## src/rtl/sb_pkg.sv

```systemverilog
package sb_pkg;

    typedef enum logic {
        DR_IDLE = 1'b0,
        DR_BUSY = 1'b1
    } drain_e;

    // size code -> byte count (0:1, 1:2, 2:4, 3:8)
    function automatic logic [3:0] sz_bytes(input logic [1:0] sz);
        return 4'd1 << sz;
    endfunction

endpackage

```

## src/rtl/sb_ptr_inc.sv

```systemverilog
module sb_ptr_inc #(
    parameter int DEPTH = 12,
    localparam int IW   = $clog2(DEPTH),
    localparam int IDW  = IW + 1
) (
    input  logic [IDW-1:0] id_i,
    output logic [IDW-1:0] id_o
);
    // index wraps at DEPTH, the top bit toggles on every wrap
    always_comb begin
        if (id_i[IW-1:0] == IW'(DEPTH - 1)) begin
            id_o = {~id_i[IW], {IW{1'b0}}};
        end else begin
            id_o = {id_i[IW], id_i[IW-1:0] + IW'(1)};
        end
    end
endmodule

```

## src/rtl/sb_fwd_search.sv

```systemverilog
module sb_fwd_search
    import sb_pkg::*;
#(
    parameter int DEPTH = 12,
    parameter int AW    = 32,
    parameter int DW    = 32,
    localparam int IW   = $clog2(DEPTH),
    localparam int IDW  = IW + 1,
    localparam int AGW  = IDW + 1
) (
    input  logic [DEPTH-1:0] e_vld,
    input  logic [DEPTH-1:0] e_aok,
    input  logic [DEPTH-1:0] e_dok,
    input  logic [DEPTH-1:0] e_wrap,
    input  logic [AW-1:0]    e_addr [DEPTH],
    input  logic [1:0]       e_sz   [DEPTH],
    input  logic [DW-1:0]    e_data [DEPTH],
    input  logic             ld_vld,
    input  logic [AW-1:0]    ld_addr,
    input  logic [1:0]       ld_sz,
    input  logic [IDW-1:0]   ld_color,
    output logic             ld_fwd,
    output logic             ld_blk,
    output logic [DW-1:0]    ld_data
);
    localparam logic [AGW-1:0] D_A   = AGW'(DEPTH);
    localparam logic [AGW-1:0] TWO_D = AGW'(2 * DEPTH);
    localparam int             NB    = DW / 8;

    logic [AGW-1:0] age_c;
    logic [AGW-1:0] age_e;
    logic [AGW-1:0] diff;
    logic [AGW-1:0] best_rank;
    logic [IW-1:0]  best;
    logic           hit;
    logic           unk;
    logic [AW:0]    l_end;
    logic [AW:0]    s_end;
    logic           ok_fwd;

    always_comb begin
        age_c     = ld_color[IW] ? AGW'(ld_color[IW-1:0]) + D_A : AGW'(ld_color[IW-1:0]);
        l_end     = {1'b0, ld_addr} + (AW+1)'(sz_bytes(ld_sz));
        best_rank = TWO_D;
        best      = '0;
        hit       = 1'b0;
        unk       = 1'b0;
        age_e     = '0;
        diff      = '0;
        s_end     = '0;
        for (int i = 0; i < DEPTH; i++) begin
            age_e = e_wrap[i] ? AGW'(i) + D_A : AGW'(i);
            diff  = age_c + TWO_D - age_e;
            if (diff >= TWO_D) begin
                diff = diff - TWO_D;
            end
            s_end = {1'b0, e_addr[i]} + (AW+1)'(sz_bytes(e_sz[i]));
            if (e_vld[i] && (diff < D_A)) begin
                if (!e_aok[i]) begin
                    unk = 1'b1;
                end else if (({1'b0, ld_addr} < s_end) &&
                             ({1'b0, e_addr[i]} < l_end) &&
                             (diff < best_rank)) begin
                    best_rank = diff;
                    best      = IW'(i);
                    hit       = 1'b1;
                end
            end
        end

        ok_fwd  = hit && (e_addr[best] == ld_addr) && (ld_sz <= e_sz[best]) && e_dok[best];
        ld_fwd  = 1'b0;
        ld_blk  = 1'b0;
        ld_data = '0;
        if (ld_vld) begin
            if (unk) begin
                ld_blk = 1'b1;
            end else if (hit) begin
                ld_fwd = ok_fwd;
                ld_blk = !ok_fwd;
            end
        end
        if (ld_fwd) begin
            for (int b = 0; b < NB; b++) begin
                if (b < int'(sz_bytes(ld_sz))) begin
                    ld_data[b*8 +: 8] = e_data[best][b*8 +: 8];
                end
            end
        end
    end
endmodule

```

## src/rtl/sb_drain_ctl.sv

```systemverilog
module sb_drain_ctl
    import sb_pkg::*;
(
    input  logic clk,
    input  logic rst_n,
    input  logic head_sen,
    input  logic full,
    input  logic bus_idle,
    input  logic mem_ack,
    output logic mem_req,
    output logic pop
);
    drain_e state_d, state_q;

    always_comb begin
        state_d = state_q;
        pop     = 1'b0;
        case (state_q)
            DR_IDLE: begin
                if (head_sen && (bus_idle || full)) begin
                    state_d = DR_BUSY;
                end
            end
            DR_BUSY: begin
                if (mem_ack) begin
                    pop     = 1'b1;
                    state_d = DR_IDLE;
                end
            end
            default: state_d = DR_IDLE;
        endcase
    end

    always_ff @(posedge clk or negedge rst_n) begin
        if (!rst_n) begin
            state_q <= DR_IDLE;
        end else begin
            state_q <= state_d;
        end
    end

    assign mem_req = (state_q == DR_BUSY);
endmodule

```

## src/rtl/sb_store_buffer.sv

```systemverilog
module sb_store_buffer
    import sb_pkg::*;
#(
    parameter int DEPTH = 12,
    parameter int AW    = 32,
    parameter int DW    = 32,
    localparam int IW   = $clog2(DEPTH),
    localparam int IDW  = IW + 1,
    localparam int CW   = $clog2(DEPTH + 1)
) (
    input  logic           clk,
    input  logic           rst_n,
    input  logic           alloc_req,
    output logic           alloc_gnt,
    output logic [IDW-1:0] alloc_id,
    input  logic           sta_vld,
    input  logic [IDW-1:0] sta_id,
    input  logic [AW-1:0]  sta_addr,
    input  logic [1:0]     sta_size,
    input  logic           std_vld,
    input  logic [IDW-1:0] std_id,
    input  logic [DW-1:0]  std_data,
    input  logic           ld_vld,
    input  logic [AW-1:0]  ld_addr,
    input  logic [1:0]     ld_size,
    input  logic [IDW-1:0] ld_color,
    output logic           ld_fwd,
    output logic           ld_blk,
    output logic [DW-1:0]  ld_data,
    input  logic           ret_vld,
    input  logic           flush,
    input  logic           bus_idle,
    output logic           mem_req,
    output logic [AW-1:0]  mem_addr,
    output logic [1:0]     mem_size,
    output logic [DW-1:0]  mem_data,
    input  logic           mem_ack
);
    typedef struct packed {
        logic          vld;
        logic          sen;
        logic          aok;
        logic          dok;
        logic          wrap;
        logic [AW-1:0] addr;
        logic [1:0]    sz;
        logic [DW-1:0] data;
    } ent_t;

    typedef struct packed {
        ent_t [DEPTH-1:0] ent;
        logic [IDW-1:0]   head;
        logic [IDW-1:0]   sen;
        logic [IDW-1:0]   tail;
        logic [CW-1:0]    cnt;
    } st_t;

    st_t st_d, st_q;

    logic [IDW-1:0] head_nx, sen_nx, tail_nx;
    logic [IW-1:0]  head_idx, sen_idx, tail_idx, sta_idx, std_idx;
    logic           full, grant, ret_ok, pop, head_sen;
    logic [CW-1:0]  occ;

    logic [DEPTH-1:0] e_vld, e_aok, e_dok, e_wrap;
    logic [AW-1:0]    e_addr [DEPTH];
    logic [1:0]       e_sz   [DEPTH];
    logic [DW-1:0]    e_data [DEPTH];

    assign head_idx = st_q.head[IW-1:0];
    assign sen_idx  = st_q.sen[IW-1:0];
    assign tail_idx = st_q.tail[IW-1:0];
    assign sta_idx  = sta_id[IW-1:0];
    assign std_idx  = std_id[IW-1:0];
    assign occ      = st_q.cnt;
    assign full     = (st_q.cnt == CW'(DEPTH));

    assign alloc_gnt = !full && !flush;
    assign alloc_id  = st_q.tail;
    assign grant     = alloc_req && alloc_gnt;
    assign ret_ok    = ret_vld && (st_q.sen != st_q.tail);
    assign head_sen  = st_q.ent[head_idx].vld && st_q.ent[head_idx].sen;

    sb_ptr_inc #(.DEPTH(DEPTH)) u_inc_head (.id_i(st_q.head), .id_o(head_nx));
    sb_ptr_inc #(.DEPTH(DEPTH)) u_inc_sen  (.id_i(st_q.sen),  .id_o(sen_nx));
    sb_ptr_inc #(.DEPTH(DEPTH)) u_inc_tail (.id_i(st_q.tail), .id_o(tail_nx));

    for (genvar g = 0; g < DEPTH; g++) begin : g_view
        assign e_vld[g]  = st_q.ent[g].vld;
        assign e_aok[g]  = st_q.ent[g].aok;
        assign e_dok[g]  = st_q.ent[g].dok;
        assign e_wrap[g] = st_q.ent[g].wrap;
        assign e_addr[g] = st_q.ent[g].addr;
        assign e_sz[g]   = st_q.ent[g].sz;
        assign e_data[g] = st_q.ent[g].data;
    end

    sb_fwd_search #(.DEPTH(DEPTH), .AW(AW), .DW(DW)) u_search (
        .e_vld    (e_vld),
        .e_aok    (e_aok),
        .e_dok    (e_dok),
        .e_wrap   (e_wrap),
        .e_addr   (e_addr),
        .e_sz     (e_sz),
        .e_data   (e_data),
        .ld_vld   (ld_vld),
        .ld_addr  (ld_addr),
        .ld_sz    (ld_size),
        .ld_color (ld_color),
        .ld_fwd   (ld_fwd),
        .ld_blk   (ld_blk),
        .ld_data  (ld_data)
    );

    sb_drain_ctl u_drain (
        .clk      (clk),
        .rst_n    (rst_n),
        .head_sen (head_sen),
        .full     (full),
        .bus_idle (bus_idle),
        .mem_ack  (mem_ack),
        .mem_req  (mem_req),
        .pop      (pop)
    );

    assign mem_addr = st_q.ent[head_idx].addr;
    assign mem_size = st_q.ent[head_idx].sz;
    assign mem_data = st_q.ent[head_idx].data;

    always_comb begin
        st_d = st_q;

        // address half of a store
        if (sta_vld && (int'(sta_idx) < DEPTH)) begin
            if (st_q.ent[sta_idx].vld && !st_q.ent[sta_idx].sen &&
                (st_q.ent[sta_idx].wrap == sta_id[IW])) begin
                st_d.ent[sta_idx].addr = sta_addr;
                st_d.ent[sta_idx].sz   = sta_size;
                st_d.ent[sta_idx].aok  = 1'b1;
            end
        end

        // data half of a store
        if (std_vld && (int'(std_idx) < DEPTH)) begin
            if (st_q.ent[std_idx].vld && !st_q.ent[std_idx].sen &&
                (st_q.ent[std_idx].wrap == std_id[IW])) begin
                st_d.ent[std_idx].data = std_data;
                st_d.ent[std_idx].dok  = 1'b1;
            end
        end

        if (ret_ok) begin
            st_d.ent[sen_idx].sen = 1'b1;
            st_d.sen              = sen_nx;
        end

        if (pop) begin
            st_d.ent[head_idx].vld = 1'b0;
            st_d.ent[head_idx].sen = 1'b0;
            st_d.head              = head_nx;
        end

        if (grant) begin
            st_d.ent[tail_idx].vld  = 1'b1;
            st_d.ent[tail_idx].sen  = 1'b0;
            st_d.ent[tail_idx].aok  = 1'b0;
            st_d.ent[tail_idx].dok  = 1'b0;
            st_d.ent[tail_idx].wrap = st_q.tail[IW];
            st_d.tail               = tail_nx;
        end

        if (flush) begin
            for (int i = 0; i < DEPTH; i++) begin
                if (!st_d.ent[i].sen) begin
                    st_d.ent[i].vld = 1'b0;
                    st_d.ent[i].aok = 1'b0;
                    st_d.ent[i].dok = 1'b0;
                end
            end
            st_d.tail = st_d.sen;
        end

        st_d.cnt = '0;
        for (int i = 0; i < DEPTH; i++) begin
            st_d.cnt = st_d.cnt + CW'(st_d.ent[i].vld);
        end
    end

    always_ff @(posedge clk or negedge rst_n) begin
        if (!rst_n) begin
            st_q <= '0;
        end else begin
            st_q <= st_d;
        end
    end
endmodule

```

## config.mk

```make
export PLATFORM = sky130hd
export DESIGN_NAME = sb_store_buffer
export DESIGN_NICKNAME = d
export VERILOG_FILES = /design/src/rtl/sb_pkg.sv /design/src/rtl/sb_ptr_inc.sv /design/src/rtl/sb_fwd_search.sv /design/src/rtl/sb_drain_ctl.sv /design/src/rtl/sb_store_buffer.sv
export SDC_FILE = /design/constraint.sdc
export NUM_CORES = 2
export LEC_CHECK = 0
export ABC_AREA = 1
export CORE_AREA = 2 2 468 424
export DETAILED_ROUTE_END_ITERATION = 10
export DIE_AREA = 0 0 470 426
export SYNTH_ARGS = -nofsm -noshare
export SYNTH_HDL_FRONTEND = slang
export SYNTH_SLANG_ARGS = --single-unit
```

## constraint.sdc

```tcl
create_clock -name clk -period 96.6 [get_ports clk]
set_clock_uncertainty 0.15 [all_clocks]
set_input_delay 19.32 -clock clk [delete_from_list [all_inputs] [get_ports clk]]
set_output_delay 19.32 -clock clk [all_outputs]
set_load 0.01 [all_outputs]
```

=== After elaboration in Yosys (flattened, before gate mapping) ===
Index checks and enable logic that the tools add are counted.

* Multiply operators: 0
* $add $sub $neg: 53
* Shifts and indexed selects: 13
* Reduce and logical (&&, ||, !) cells: 65
* Mux-type cells: 284
* Equal/unequal tests: 8
* Divide/modulo/power cells: 0
* $lt $le $gt $ge: 79
* Bitwise logic cells: 5

{| class="wikitable"
|+ Operators by type and width
! kind !! number
|-
| 852-bit bitwise mux || 13
|-
| 852-bit 2-to-1 mux || 6
|-
| 71-bit demux with 4-bit select || 13
|-
| 857-bit 2-to-1 mux || 1
|-
| 71-bit binary-select mux with 4-bit select || 3
|-
| 32-bit by 33-bit < comparator with 1-bit output || 24
|-
| 32-bit by 4-bit adder with 33-bit output || 13
|-
| 71-bit 2-to-1 mux || 5
|-
| 6-bit 2-to-1 mux || 46
|-
| 32-bit binary-select mux with 4-bit select || 2
|-
| 70-bit 2-to-1 mux || 3
|-
| 32-bit 2-to-1 mux || 6
|-
| 4-bit 2-to-1 mux || 36
|-
| 69-bit 2-to-1 mux || 2
|-
| 68-bit 2-to-1 mux || 2
|-
| 1-bit 2-to-1 mux || 96
|-
| 6-bit by 5-bit >= comparator with 1-bit output, second input constant || 12
|-
| 6-bit by 4-bit < comparator with 1-bit output, second input constant || 12
|-
| 6-bit by 5-bit subtractor with 6-bit output, second input constant || 12
|-
| 6-bit subtractor || 12
|-
| 5-bit 2-to-1 mux || 14
|-
| 67-bit 2-to-1 mux || 1
|-
| 6-bit < comparator || 11
|-
| 66-bit 2-to-1 mux || 1
|-
| other kinds (33) || 161
|}

* Memories: 0
* Bits in latches: 0
* Memory bits (read-only): 0
* Flip-flop bits (word level): 872
* Output and inout port bits: 107
* Input port bits: 125
* Word-level logic and storage cells: 610
* Memory bits (writable): 0

=== Logic depth before layout (Yosys ltp) ===
* Word-level depth: 78
* Gate-level depth with buffers: 165
* Depth with buffers taken out: 158

=== Modules after synthesis ===
A second synthesis with hierarchy kept.

* Cell total of the unflattened synthesis: 12000
* Area total of the unflattened synthesis: 81794.7 um2

{| class="wikitable"
|+ Modules (own cells, without submodules)
! module !! sequential area each (um2) !! cells each !! times used !! area each (um2)
|-
| sb_store_buffer || 21795.9 || 5480 || 1 || 42569.6
|-
| sb_fwd_search || 0.0 || 6453 || 1 || 38903.6
|-
| sb_ptr_inc || 0.0 || 19 || 3 || 86.3
|-
| sb_drain_ctl || 25.0 || 10 || 1 || 62.6
|}

=== Worst setup path after synthesis ===
Ideal clock, no wire load.

* Path type: input to output
* Start point: in ld_size[1]
* End point: out ld_data[18]
* Data arrival time: 40.259 ns
* Data required time: 77.130 ns
* Path buffers: 9
* Stages on the path: 148
* Slack: 36.871 ns
* Cell sequence: inv_1 > nor2_1 > ha_1 > nand3_1 > nand2_1 > nand2_1 > a21oi_1 > nand3_1 > nor2_1 > nand2_1 > nor2_1 > nand3_1 > nor2_1 > nand2_1 > nor2_1 > nand2_1 > nor4b_1 > xor2_1 > (+112 left out) > o21ai_0 > o21ai_0 > a221oi_1 > ha_1 > a21oi_1 > a21oi_1 > nor2_1 > nand2_1 > nor2_1 > nand2_1 > nor2_1 > nand2_1 > nor2_1 > nand3_1 > nor2_4 > nand3_4 > buf_6 > nor2_1

* Longest elaborated chain between the ends: 75
* Elaborated cells on any way between the ends: 174
* Those cells by class: add/sub (1); order compare (25); eq/ne (1); shift (1); mux (118); bitwise (1); reduce/logical (27)

{| class="wikitable"
|+ RTL lines
! item !! RTL line !! RTL
|-
| start: declaration || sb_store_buffer.sv:25 || <nowiki>input logic [1:0] ld_size,</nowiki>
|-
| 1-bit by 2-bit << shifter with 4-bit output || sb_pkg.sv:10 || <nowiki>return 4'd1 << sz;</nowiki>
|-
| 32-bit by 4-bit adder with 33-bit output || sb_fwd_search.sv:43 || <nowiki>l_end = {1'b0, ld_addr} + (AW+1)'(sz_bytes(ld_sz));</nowiki>
|-
| 32-bit by 33-bit < comparator with 1-bit output || sb_fwd_search.sv:62 || <nowiki>({1'b0, e_addr[i]} < l_end) &&</nowiki>
|-
| 1-bit logical AND || sb_fwd_search.sv:61 || <nowiki>end else if (({1'b0, ld_addr} < s_end) &&</nowiki>
|-
| 1-bit logical AND || sb_fwd_search.sv:62 ||
|-
| 6-bit 2-to-1 mux || sb_fwd_search.sv:61 ||
|-
| 6-bit 2-to-1 mux || sb_fwd_search.sv:59 || <nowiki>if (!e_aok[i]) begin</nowiki>
|-
| 6-bit 2-to-1 mux || sb_fwd_search.sv:58 || <nowiki>if (e_vld[i] && (diff < D_A)) begin</nowiki>
|-
| (+56 left out) || - ||
|-
| 32-bit binary-select mux with 4-bit select || sb_fwd_search.sv:71 || <nowiki>ok_fwd = hit && (e_addr[best] == ld_addr) && (ld_sz <= e_sz[best]) && e_dok[best];</nowiki>
|-
| 32-bit 2-to-1 mux (implied by the code) (2 in series) || sb_fwd_search.sv:71 ||
|-
| 32-bit == test || sb_fwd_search.sv:71 ||
|-
| 1-bit logical AND (3 in series) || sb_fwd_search.sv:71 ||
|-
| 1-bit 2-to-1 mux || sb_fwd_search.sv:78 || <nowiki>end else if (hit) begin</nowiki>
|-
| 1-bit 2-to-1 mux || sb_fwd_search.sv:76 || <nowiki>if (unk) begin</nowiki>
|-
| 1-bit 2-to-1 mux || sb_fwd_search.sv:75 || <nowiki>if (ld_vld) begin</nowiki>
|-
| 32-bit 2-to-1 mux (*) || sb_fwd_search.sv:83 || <nowiki>if (ld_fwd) begin</nowiki>
|-
| end: declaration || sb_store_buffer.sv:29 || <nowiki>output logic [DW-1:0] ld_data,</nowiki>
|}

Every way passes the cells marked *; elsewhere a longest branch is shown, timed or not. The select of a mux whose other input is x is not followed.

=== Worst setup path after layout ===
* Start point: in ld_size[1]
* End point: out ld_data[11]

Same word-level chain as after synthesis.

==> run summary <==
WORST HOLD PATH
----------------------------------------------------------------------------------
Worst Hold Depth                                                                 2
Worst hold endpoint                                                     e_data[67]
Path class of the lowest-slack min-delay path                              reg2reg
Hold path startpoint                                                    e_data[67]

TIMING
----------------------------------------------------------------------------------
RSZ-0062 raised after global routing                                         false
Post-layout minimum cycle time                                            67.11 ns
Slew at the pin with the worst max-slew slack                              1.28 ns
Remaining max-slew budget at the tightest pin                                13.6%
Setup TNS after final layout                                                  0 ns
Number of endpoints failing setup at the final stage                             0
Peak Freq                                                                 14.9 MHz
Count of final hold-check violations                                             0
Max-slew violation count                                                         0
Final worst path period share                                                69.5%

WORST SETUP PATH
----------------------------------------------------------------------------------
Crit Path Category                                                          in2out
Most frequent cell on the critical path                               sky130_fd_sc_hd__nand2_1
Data arrival at the endpoint of the critical path                         47.64 ns
Beginning of the worst register-to-register path                       head_idx[0]
Length in cells of the worst reg-to-reg path                                    19
Slowest cell delay on critical path                                        0.76 ns
Kind of start point of the critical path                                 input pin
Reg-to-Reg End                                                              occ[2]
Endpoint type of the worst setup path                                   output pin
WP data required                                                          77.13 ns
Crit path max-delay cell type                                         sky130_fd_sc_hd__nand2_8
Slack of the worst reg-to-reg path                                        90.09 ns
Worst-path maximum fanout                                                       77

GRT
----------------------------------------------------------------------------------
Vias in the first global route                                              76,600
Number of antenna violations at the first check in global routing               17
Pin count of the biggest net entering global routing                           174
Remaining Overflow, GRT                                                          0
Overall fraction of global-route tracks in use                               34.4%
First-pass GRT wire length                                            519,000 microns

FLOORPLAN
----------------------------------------------------------------------------------
Row count                                                                      154
I/O pin cnt                                                                    232
Vertical die dimension                                                 426 microns
Initial core utilization                                                     39.9%
Core area                                                              0.195 sq mm
Die footprint                                                          0.200 sq mm
Chip Width                                                             470 microns

CELLS AND AREA
----------------------------------------------------------------------------------
Share of final-layout standard cells stronger than drive strength 1          3.90%
Area of the multi-input gates                                         0.0500 sq mm
Area added between synthesis and finish                                      10.3%
Register area                                                         0.0218 sq mm
Final instance count without filler cells                                   13,700
Filler instances                                                            19,800
Nets@finish                                                                 12,100

RUN STATUS
----------------------------------------------------------------------------------
Status                                                                finished, final reports clean

POWER
----------------------------------------------------------------------------------
Peak supply drop                                                         0.0257 mV
Leakage component of the power                                           0.0374 uW
Overall power after layout                                                 1600 uW
Power per standard cell area                                          18.6 mW/mm^2

SYNTH
----------------------------------------------------------------------------------
Post-Syn Area                                                         0.0777 sq mm
Synthesized area divided by synthesized cell count                      6.98 sq um
Share of the yosys chip area belonging to registers                          28.0%
Most instantiated flip-flop cell in the synthesis netlist             sky130_fd_sc_hd__dfrtp_1
Share of async-settable or async-resettable flops after synthesis             100%
Library cells used by synthesis                                                 78
Register bit count reported by yosys                                           871
Warnings from Yosys                                                              0
Count of flip-flops with a built-in enable after synthesis                       0
Synthesized netlist cell count                                              11,100

PLACE
----------------------------------------------------------------------------------
Placed insts                                                                13,500
Routability Congestion                                                        1.01
Number of port buffers                                                         231
Post-detailed-placement half-perimeter wirelength                     252,000 microns

JOB
----------------------------------------------------------------------------------
Number of max-cap violations                                                     0

CTS
----------------------------------------------------------------------------------
Clock insertion delay at the later pin of the skew report                  0.82 ns
Clock-pin slew on the worst setup and hold paths                           0.06 ns
Buffers from clock root to sink, at most                                         3
Count of hold buffers inserted by post-cts repair                                0
Clock root cell                                                       sky130_fd_sc_hd__clkbuf_16
Setup fix buffers added after clock tree synthesis                               0
TritonCTS Buffers                                                              106
# H-tree levels                                                                  3
Clock tree from TritonCTS                                                      yes
CTS resizes                                                                      0
Sinks on the clock net                                                         871

ROUTING
----------------------------------------------------------------------------------
# DRC                                                                            0
Final WL                                                              355,000 microns
Post-DR wirelength/cell                                               25.9 microns
TritonRoute pass-1 iters                                                         7
Ratio of routed vias to standard cells                                        6.01
Remaining number of nets flagged by the antenna check after routing              0
Vias after detailed routing                                                 82,300
Violation count after the first detailed-routing iteration                  10,100

==> worst max-delay path, delay by kind of cell <==
| family | cells | cell delay, ns |
|---|---|---|
| AND/OR/NAND/NOR | 82 | 13.73 |
| adder cells (fa/ha/maj) | 14 | 4.21 |
| AO/OA/AOI/OAI | 32 | 7.12 |
| buffers and inverters | 16 | 3.05 |
==> kinds of logic after synthesis <==
family,share of synthesized area (%)
mux,0.0258
xor+xnor,3.88
compound gates,21.1
simple gates,23.6
fa+ha+maj,15.3
buf+inv,8.04
other cells,0.00482
flops,28.0
==> placed cells by master (no fill, tap or decap), types with 20 or more instances in the layout <==
| master | instances |
|---|---|
| sky130_fd_sc_hd__nand2_1 | 2488 |
| sky130_fd_sc_hd__o21ai_0 | 1677 |
| sky130_fd_sc_hd__inv_1 | 956 |
| sky130_fd_sc_hd__ha_1 | 913 |
| sky130_fd_sc_hd__dfrtp_1 | 869 |
| sky130_fd_sc_hd__a21oi_1 | 848 |
| sky130_fd_sc_hd__nor2_1 | 772 |
| sky130_fd_sc_hd__nand3_1 | 696 |
| sky130_fd_sc_hd__xor2_1 | 276 |
| sky130_fd_sc_hd__clkdlybuf4s50_1 | 230 |
| sky130_fd_sc_hd__buf_4 | 140 |
| sky130_fd_sc_hd__nand4_1 | 139 |
| sky130_fd_sc_hd__nor3_1 | 126 |
| sky130_fd_sc_hd__clkbuf_16 | 106 |
| sky130_fd_sc_hd__o211ai_1 | 81 |
| sky130_fd_sc_hd__xnor2_1 | 68 |
| sky130_fd_sc_hd__o22ai_1 | 66 |
| sky130_fd_sc_hd__a211oi_1 | 47 |
| sky130_fd_sc_hd__nor4_1 | 39 |
| sky130_fd_sc_hd__a21o_1 | 32 |
| sky130_fd_sc_hd__a32o_1 | 31 |
| sky130_fd_sc_hd__clkbuf_1 | 26 |
| sky130_fd_sc_hd__fa_1 | 25 |
| sky130_fd_sc_hd__o21a_1 | 24 |
| sky130_fd_sc_hd__o21ai_1 | 23 |
| sky130_fd_sc_hd__o21bai_1 | 23 |
| sky130_fd_sc_hd__clkinv_2 | 23 |
| sky130_fd_sc_hd__a31oi_1 | 20 |
| sky130_fd_sc_hd__or3_1 | 20 |
==> final cells by class <==
type | instances | share of cell area [%]
well taps | 2574 | 3.75
inverters | 971 | 4.27
repair buffers | 375 | 4.02
flip-flops and latches | 871 | 25.4
diodes | 11 | 0.0321
clock inverters | 52 | 0.812
multi-input cells | 8691 | 58.2
clock buffers | 148 | 3.46
==> flip-flops by register name, summed over array words and instances (netlist names) <==
signal and count:
e_addr 384, e_data 384, e_sz 24, st_q 13, e_aok 12, e_dok 12, e_vld 12, e_wrap 12
alloc_id 5, head_idx 4, occ 4, sen_idx 4, u_drain.mem_req 1
==> worst max-delay path by stage <==
| stage | startpoint | endpoint | slack [ns] | cells past startpoint |
|---|---|---|---|---|
| 2_1_floorplan | ld_size[1] | ld_data[18] | 36.87 | 148 |
| 3_5_place_dp | ld_size[1] | ld_data[11] | 30.18 | 139 |
| 6_report | ld_size[1] | ld_data[11] | 29.49 | 144 |
| 5_1_grt | ld_size[1] | ld_data[11] | 27.14 | 144 |
| 4_1_cts | ld_size[1] | ld_data[11] | 30.07 | 141 |
| 3_3_place_gp | ld_size[1] | ld_data[11] | 30.52 | 141 |
==> cells in the mapped netlist, types with 66 or more instances <==
cell	instances	area [sq um]
sky130_fd_sc_hd__nor2_1	776	2910
sky130_fd_sc_hd__nand3_1	717	3590
sky130_fd_sc_hd__dfrtp_1	871	21800
sky130_fd_sc_hd__inv_1	960	3600
sky130_fd_sc_hd__nand2_1	2490	9350
sky130_fd_sc_hd__xnor2_1	68	596
sky130_fd_sc_hd__xor2_1	276	2420
sky130_fd_sc_hd__clkbuf_1	487	1830
sky130_fd_sc_hd__ha_1	913	11400
sky130_fd_sc_hd__nor3_1	126	631
sky130_fd_sc_hd__o22ai_1	66	413
sky130_fd_sc_hd__o21ai_0	1679	8400
sky130_fd_sc_hd__a21oi_1	848	4240
sky130_fd_sc_hd__nand4_1	139	870
sky130_fd_sc_hd__o211ai_1	81	608
==> through the flow <==
stage	cell area (sq um)	hold slack, ns	worst slack, ns	util (%)
global route	85800	0.353	27.14	44.0
finish	85800	0.334	29.49	44.0
CTS	85800	0.338	30.07	44.0
floorplan	77800	0.303	36.87	-
detailed placement	82100	0.323	30.18	42.1
global placement	82100	0.316	30.52	42.1
==> where the power goes <==
| group | switching, uW | internal, uW |
|---|---|---|
| sequential | 60.0 | 393 |
| combinational | 482 | 232 |
| clock | 187 | 244 |
| total | 729 | 869 |
==> routing by layer <==
layer	track usage (%)	wire length [microns]	vias to the layer above
met5	0	49	-
met4	17.3	20800	8
met3	6.56	35600	862
met2	51.8	149000	4534
met1	47.1	149000	39300
li1	-	-	37700
Note: power is estimated with default switching activity, not from simulation.
